**config.mk**
```make
export PLATFORM = sky130hd
export DESIGN_NAME = spx_adder_top
export DESIGN_NICKNAME = d
export VERILOG_FILES = /design/src/rtl/spx_pkg.sv /design/src/rtl/spx_pg_gen.sv /design/src/rtl/spx_prefix_cell.sv /design/src/rtl/spx_prefix_net.sv /design/src/rtl/spx_sum_form.sv /design/src/rtl/spx_adder_top.sv
export SDC_FILE = /design/constraint.sdc
export NUM_CORES = 1
export LEC_CHECK = 0
export ABC_AREA = 1
export BUFFER_PORTS_ARGS = -buffer_cell sky130_fd_sc_hd__buf_2
export CAP_MARGIN = 20
export CELL_PAD_IN_SITES_DETAIL_PLACEMENT = 1
export CELL_PAD_IN_SITES_GLOBAL_PLACEMENT = 1
export CORE_ASPECT_RATIO = 0.5
export CORE_MARGIN = 3
export CORE_UTILIZATION = 40
export CTS_CLUSTER_SIZE = 16
export DETAILED_ROUTE_END_ITERATION = 8
export PLACE_DENSITY = 0.82
export RECOVER_POWER = 50
export SYNTH_ARGS = -nofsm -noshare
export SYNTH_HDL_FRONTEND = slang
export SYNTH_SLANG_ARGS = --single-unit
```
**constraint.sdc**
```tcl
create_clock -name clk -period 4.6 [get_ports clk]
set_input_delay 0.92 -clock clk [delete_from_list [all_inputs] [get_ports clk]]
set_output_delay 0.92 -clock clk [all_outputs]
set_load 0.02 [all_outputs]
```
**src/rtl/spx_pkg.sv**
```systemverilog
package spx_pkg;

  // Generate half of a prefix merge: upper span wins or passes lower generate
  function automatic logic merge_g(input logic g_hi, input logic p_hi, input logic g_lo);
    return g_hi | (p_hi & g_lo);
  endfunction

  // Propagate half of a prefix merge
  function automatic logic merge_p(input logic p_hi, input logic p_lo);
    return p_hi & p_lo;
  endfunction

  // Number of prefix levels for a given width
  function automatic int tree_depth(input int width);
    return (width <= 1) ? 1 : $clog2(width);
  endfunction

endpackage

```
**src/rtl/spx_pg_gen.sv**
```systemverilog
module spx_pg_gen #(
  parameter int W = 16
) (
  input  logic [W-1:0] op_a,
  input  logic [W-1:0] op_b,
  output logic [W-1:0] bit_g,
  output logic [W-1:0] bit_p
);
  for (genvar i = 0; i < W; i++) begin : g_bit
    assign bit_g[i] = op_a[i] & op_b[i];
    assign bit_p[i] = op_a[i] ^ op_b[i];
  end
endmodule

```
**src/rtl/spx_prefix_cell.sv**
```systemverilog
module spx_prefix_cell #(
  parameter bit FULL = 1'b1   // 1: generate+propagate cell, 0: generate-only cell
) (
  input  logic g_hi,
  input  logic p_hi,
  input  logic g_lo,
  input  logic p_lo,
  output logic g_out,
  output logic p_out
);
  import spx_pkg::*;

  assign g_out = merge_g(g_hi, p_hi, g_lo);

  if (FULL) begin : g_full
    assign p_out = merge_p(p_hi, p_lo);
  end else begin : g_gonly
    logic unused_plo;
    assign unused_plo = p_lo;
    assign p_out      = 1'b0;
  end
endmodule

```
**src/rtl/spx_prefix_net.sv**
```systemverilog
module spx_prefix_net #(
  parameter int W = 16
) (
  input  logic [W-1:0] bit_g,
  input  logic [W-1:0] bit_p,
  output logic [W-1:0] grp_g
);
  localparam int LV = spx_pkg::tree_depth(W);

  logic [LV:0][W-1:0] g_l;
  logic [LV:0][W-1:0] p_l;

  assign g_l[0] = bit_g;
  assign p_l[0] = bit_p;

  for (genvar l = 0; l < LV; l++) begin : g_lvl
    for (genvar i = 0; i < W; i++) begin : g_pos
      if (((i >> l) & 1) == 1) begin : g_join
        // source: top bit of the adjacent lower half-block
        localparam int SRC = ((i >> l) << l) - 1;
        localparam bit REACH0 = ((i >> (l + 1)) == 0);
        spx_prefix_cell #(.FULL(!REACH0)) u_cell (
          .g_hi (g_l[l][i]),
          .p_hi (p_l[l][i]),
          .g_lo (g_l[l][SRC]),
          .p_lo (p_l[l][SRC]),
          .g_out(g_l[l+1][i]),
          .p_out(p_l[l+1][i])
        );
      end else begin : g_pass
        assign g_l[l+1][i] = g_l[l][i];
        assign p_l[l+1][i] = p_l[l][i];
      end
    end
  end

  logic unused_p_tail;
  assign unused_p_tail = ^p_l[LV];

  assign grp_g = g_l[LV];
endmodule

```
**src/rtl/spx_sum_form.sv**
```systemverilog
module spx_sum_form #(
  parameter int W = 16
) (
  input  logic [W-1:0] bit_p,
  input  logic [W-1:0] grp_g,
  output logic [W-1:0] sum_c,
  output logic         cout_c
);
  assign sum_c[0] = bit_p[0];
  for (genvar i = 1; i < W; i++) begin : g_sum
    assign sum_c[i] = bit_p[i] ^ grp_g[i-1];
  end
  assign cout_c = grp_g[W-1];
endmodule

```
**src/rtl/spx_adder_top.sv**
```systemverilog
module spx_adder_top #(
  parameter int W = 16
) (
  input  logic         clk,
  input  logic         rst_n,
  input  logic [W-1:0] a,
  input  logic [W-1:0] b,
  output logic [W-1:0] sum,
  output logic         cout
);
  localparam int WX = W + 1;

  // Carry out of every span i:0, derived from whole-word arithmetic
  function automatic logic [W-1:0] carry_vec(input logic [W-1:0] x, input logic [W-1:0] y);
    logic [WX-1:0] tot;
    logic [WX-1:0] flips;
    tot   = {1'b0, x} + {1'b0, y};
    flips = tot ^ {1'b0, x} ^ {1'b0, y};
    return flips[WX-1:1];
  endfunction

  logic [W-1:0] a_q, b_q;
  logic [W-1:0] bit_g, bit_p, grp_g;
  logic [W-1:0] sum_c;
  logic         cout_c;

  always_ff @(posedge clk or negedge rst_n) begin
    if (!rst_n) begin
      a_q <= '0;
      b_q <= '0;
    end else begin
      a_q <= a;
      b_q <= b;
    end
  end

  spx_pg_gen #(.W(W)) u_pg (
    .op_a (a_q),
    .op_b (b_q),
    .bit_g(bit_g),
    .bit_p(bit_p)
  );

  spx_prefix_net #(.W(W)) u_tree (
    .bit_g(bit_g),
    .bit_p(bit_p),
    .grp_g(grp_g)
  );

  spx_sum_form #(.W(W)) u_sum (
    .bit_p (bit_p),
    .grp_g (grp_g),
    .sum_c (sum_c),
    .cout_c(cout_c)
  );

  always_ff @(posedge clk or negedge rst_n) begin
    if (!rst_n) begin
      sum  <= '0;
      cout <= 1'b0;
    end else begin
      sum  <= sum_c;
      cout <= cout_c;
    end
  end

  // registered result equals whole-word addition of the operands held one cycle earlier
  p_sum_exact_r2: assert property (@(posedge clk) disable iff (!rst_n)
    {cout, sum} == $past({1'b0, a_q} + {1'b0, b_q}));

  // group generate vector of the tree matches the carries of the held operands
  p_group_carry_r4: assert property (@(posedge clk) disable iff (!rst_n)
    grp_g == carry_vec(a_q, b_q));

  // lowest sum bit is the operand bits exclusive-or
  p_low_bit_r3: assert property (@(posedge clk) disable iff (!rst_n)
    sum[0] == $past(a_q[0] ^ b_q[0]));

  // outputs are clear after any cycle spent in reset
  p_reset_clear_r9: assert property (@(posedge clk)
    $past(!rst_n) |-> (sum == '0 && cout == 1'b0));
endmodule

```
## Yosys cells after proc, flatten, opt, wreduce, memory -nomap -nowiden

Cells that the tools add are included.

- Memory bits (writable): 0
- Memories: 0
- Bits of input ports: 34
- Logic and storage cells: 132
- Bits in read-only memories: 0
- Latch bits: 0
- Register bits after elaboration: 49

- $mul: 0
- Div/mod/pow operators: 0
- Equality and inequality tests: 0
- Reduce and logical (&&, ||, !) cells: 0
- Mux-type cells: 0
- Add/subtract/negate cells: 0
- Bitwise operators: 128
- $lt $le $gt $ge: 0
- Shift operators: 0

Operators by type and width:

| operator | count |
|---|---|
| $and A1 B1 Y1 | 65 |
| $or A1 B1 Y1 | 32 |
| $xor A1 B1 Y1 | 31 |

## Logic depth before layout (Yosys ltp)

- Depth after elaboration: 10
- Depth in mapped cells: 10

## Cells and area by module

A second synthesis with hierarchy kept.

- Cell total of the unflattened synthesis: 318
- Area, all modules: 2499.9 um2

Modules (own cells, without submodules):

| module | seq. area each (um2) | cells an instance | area each (um2) | times used |
|---|---|---|---|---|
| spx_adder_top | 1226.2 | 49 | 1226.2 | 1 |
| spx_prefix_cell (u_tree.g_lvl[0].g_pos[1].g_join.u_cell ...) | 0.0 | 5 | 22.5 | 15 |
| spx_prefix_cell (u_tree.g_lvl[0].g_pos[11].g_join.u_cell ...) | 0.0 | 5 | 18.8 | 17 |
| spx_sum_form | 0.0 | 77 | 296.5 | 1 |
| spx_pg_gen | 0.0 | 16 | 200.2 | 1 |
| spx_prefix_net | 0.0 | 16 | 120.1 | 1 |

## Worst setup path before layout

OpenSTA, ideal clock, no wires.

- Path kind: reg-to-reg
- From: register a_q[0]
- To: register sum[9]
- Buffers on the path: 0
- Data arrival time: 1.780 ns
- Stages on the path, launching flop included: 9
- Slack: 2.695 ns
- Data required time: 4.476 ns
- Library setup time: 0.124 ns
- Path through: dfrtp_1 ha_1 fa_1 nand2_1 nand2_1 nand3_2 nand2_4 fa_1 xor2_1

- Word-level cells in the longest chain between the ends: 10

RTL lines:

| what | RTL line | text |
|---|---|---|
| start, declared | spx_adder_top.sv:22 | `logic [W-1:0] a_q, b_q;` |
| start signal, assigned | spx_adder_top.sv:29 | `a_q <= '0;` |
| start signal, assigned | spx_adder_top.sv:32 | `a_q <= a;` |
| $and A1 B1 Y1 | spx_pg_gen.sv:10 | `assign bit_g[i] = op_a[i] & op_b[i];` |
| $and A1 B1 Y1 | spx_pkg.sv:5 | `return g_hi \| (p_hi & g_lo);` |
| $or A1 B1 Y1 | spx_pkg.sv:5 |  |
| $and A1 B1 Y1 | spx_pkg.sv:5 |  |
| $or A1 B1 Y1 | spx_pkg.sv:5 |  |
| $and A1 B1 Y1 | spx_pkg.sv:5 |  |
| $or A1 B1 Y1 | spx_pkg.sv:5 |  |
| $and A1 B1 Y1 | spx_pkg.sv:5 |  |
| $or A1 B1 Y1 | spx_pkg.sv:5 |  |
| $xor A1 B1 Y1 | spx_sum_form.sv:11 | `assign sum_c[i] = bit_p[i] ^ grp_g[i-1];` |
| named net sum_c[9] | spx_adder_top.sv:24 | `logic [W-1:0] sum_c;` |
| end signal, assigned | spx_adder_top.sv:62 | `sum <= sum_c;` |
| end, declared | spx_adder_top.sv:8 | `output logic [W-1:0] sum,` |

The timed path passes the listed nets, and every way through them passes these cells.

## Final worst setup path

Ends and elaborated chain as after synthesis.

==> metrics.txt <==
grt ovf=0; Post-Layout Inst Area=2410 sq um; max_cap viols=0; Worst VDD drop=about 210 uV; crit path time final=2.03 ns; vias in the first global route=1,521; final setup TNS=0 ns; PostCTS Resize Cnt=0; Comb pwr share=roughly a fifth; Hold WS=0.503 ns; Power Internal=0.657 mW; iteration count of the initial detailed-routing pass=4; status=finished, final reports clean; Critical Path Start Type=flop; post-synthesis sequential area ratio=62.4%; synth warn=0; Avg Inst Size Synth=11.4 sq um; Hold Path Class=reg2reg; initial antenna violation count=0; GRT Overall Usage=approximately 15%; CTS tree=done; Vias=~1,300; final-report max-slew violation count=0; Power Density=384 nW/um^2; Fin. Hold Viols=0; Filler Cell Count=530; final setup fails=0; Die Ht=approximately 56 microns; placed wire-length estimate=3040 microns; DR vias/cell=around 4.4; Setup Buffers After CTS=0; Arr. time, crit path=2.21 ns; routed wire length=slightly below 4000 microns; Mapped Cells=172; Initial Util=~43%; Psw=approximately 0.27 mW; sw frac=between 20% and 30%; crit path kind=reg2reg; largest net degree at the start of global routing=50; clock power share=28.4%; syn nets=approximately 230; clock latency on the worst-skew pair=about 0.30 ns; critical path's largest stage delay=about 0.4 ns; Port Buffers=50; depth of the CTS H-tree=2; first-pass GRT wire length=6960 microns; Reg clk slew, reported paths=around 0.09 ns; Total Power=around 0.9 mW; GP Congestion=just under 0.7; Post-Place Setup Slack=around 2.6 ns; core area=between 4000 and 5000 sq um; CP Capture Type=flop; Tcrit/Tclk final=between 40% and 50%; drt drc=0; Setup WS post-layout=2.57 ns; die footprint=~5800 sq um; fin nets=between 200 and 300; slew at the pin closest to its max-slew limit=around 0.52 ns; Max Clock Freq=around 0.49 GHz; Clock Sinks=49; remaining antenna violation count=0; P_leak=1.29 nW; worst-path fanout max=7; hold buffers post-CTS=0; post-synth cell types=17; num ports=51; Finished Layout Cells=297; layout cell share with drive strength beyond 1=between 20% and 30%; Rel. slew slack=between 60% and 70%; Max Root-Sink Buffers=2; total placed cells including tap cells=between 200 and 300; RSZ-0062 raised after global routing=false; clk_skew=just under 0.007 ns; post-layout util=52.7%; Critical Path, Cell by Cell=ha_1, fa_1, nand2_1, nand2_1, nand3_2, nand2_4, fa_1, xor2_1; Die X=~110 microns; highest-delay cell along the critical path=fa_1; Post-Syn Area=1970 sq um; Req. time, crit path=4.78 ns; row cnt=17; n_diodes=0; routed len/inst=~13 microns; placed cell area=around 2300 sq um; cts bufs inserted=5; flip-flop and latch count after synthesis=49; initial DRC count=30; Root Buffer=clkbuf_8; Seq pwr share=roughly 52%; Syn-to-layout area delta=22.7%
==> per-layer routing <==
layer	global-route usage, %	vias up	wire length [microns]
met4	5.05	0	44
met2	29.3	27	2220
met1	16.3	633	1530
li1	-	644	-
met3	4.75	4	169
met5	0	-	0
==> cells in the final DEF, fill, tap and decap left out <==
master / n
dfrtp_1: 49
buf_2: 48
nand2_1: 42
inv_1: 21
ha_1: 15
nor2_1: 9
a21oi_1: 8
nand3_1: 7
nand2_2: 6
clkbuf_8: 6
xor2_1: 4
fa_1: 4
clkbuf_1: 2
or2_1: 1
and2_1: 1
a21oi_2: 1
nor2_2: 1
nand3_2: 1
nand2_4: 1
o21ai_1: 1
clkinv_4: 1
clkinv_2: 1
buf_12: 1
==> state kept, by name (all words and copies together), names as in the netlist <==
register / count
cout: 1
sum: 16
a_q: 16
b_q: 16
==> cell families (layout without fill, tap and decap cells) <==
| kind of cell | after synthesis | count (layout) | share of synthesized area (%) |
|---|---|---|---|
| flip-flops | 49 | 49 | 62.4 |
| AND/OR/NAND/NOR | 69 | 69 | 15.5 |
| XOR/XNOR | 4 | 4 | 1.78 |
| adder cells (fa/ha/maj) | 19 | 19 | 13.6 |
| AO/OA/AOI/OAI | 10 | 10 | 2.74 |
| buffers and inverters | 21 | 80 | 4.01 |
==> synthesized netlist by cell type <==
| cell | count | area, sq um |
|---|---|---|
| nor2_1 | 9 | 33.8 |
| nand3_2 | 1 | 10.0 |
| or2_1 | 1 | 6.26 |
| a21oi_2 | 1 | 8.76 |
| nand3_1 | 7 | 35.0 |
| o21ai_1 | 1 | 5.00 |
| ha_1 | 15 | 188 |
| fa_1 | 4 | 80.1 |
| inv_1 | 21 | 78.8 |
| nor2_2 | 1 | 6.26 |
| a21oi_1 | 8 | 40.0 |
| dfrtp_1 | 49 | 1230 |
| nand2_4 | 1 | 11.3 |
| nand2_2 | 6 | 37.5 |
| and2_1 | 1 | 6.26 |
| nand2_1 | 42 | 158 |
| xor2_1 | 4 | 35.0 |
==> layout make-up <==
| cell class | count | area (sq um) | area share, % |
|---|---|---|---|
| clock buffers | 6 | 82.6 | 3.42 |
| multi-input cells | 102 | 661 | 27.4 |
| repair buffers | 51 | 268 | 11.1 |
| clock inverters | 2 | 13.8 | 0.571 |
| flip-flops and latches | 49 | 1230 | 50.8 |
| well taps | 66 | 82.6 | 3.42 |
| inverters | 21 | 78.8 | 3.27 |
==> worst max-delay path, delay by kind of cell, from the launching register on <==
family                   cells  cell delay (ns)
flip-flops                   1             0.37
AND/OR/NAND/NOR              4             0.37
XOR/XNOR                     1             0.17
adder cells (fa/ha/maj)      3             1.00
==> power groups by stage <==
stage | combinational [mW] | sequential, mW | clock (mW)
after global routing | 0.201 | 0.490 | 0.290
after CTS | 0.181 | 0.485 | 0.275
after detailed placement | 0.179 | 0.493 | 0
after floorplan | 0.0718 | 0.527 | 0
after global placement | 0.169 | 0.491 | 0
final | 0.179 | 0.484 | 0.262
==> path summary, 6_finish.rpt <==
check | from | end | slack (ns) | cells after the start
setup / recovery | a_q[0] | sum[9] | 2.57 | 8
hold / removal | b_q[0] | sum[0] | 0.50 | 1
hold reg to reg | b_q[0] | sum[0] | 0.50 | 1
max in group asynchronous | rst_n | a_q[11] | 3.45 | 2
min in group asynchronous | rst_n | sum[15] | 0.56 | 1
setup reg to reg | a_q[0] | sum[9] | 2.57 | 8
(Power assumes the default switching activity.)
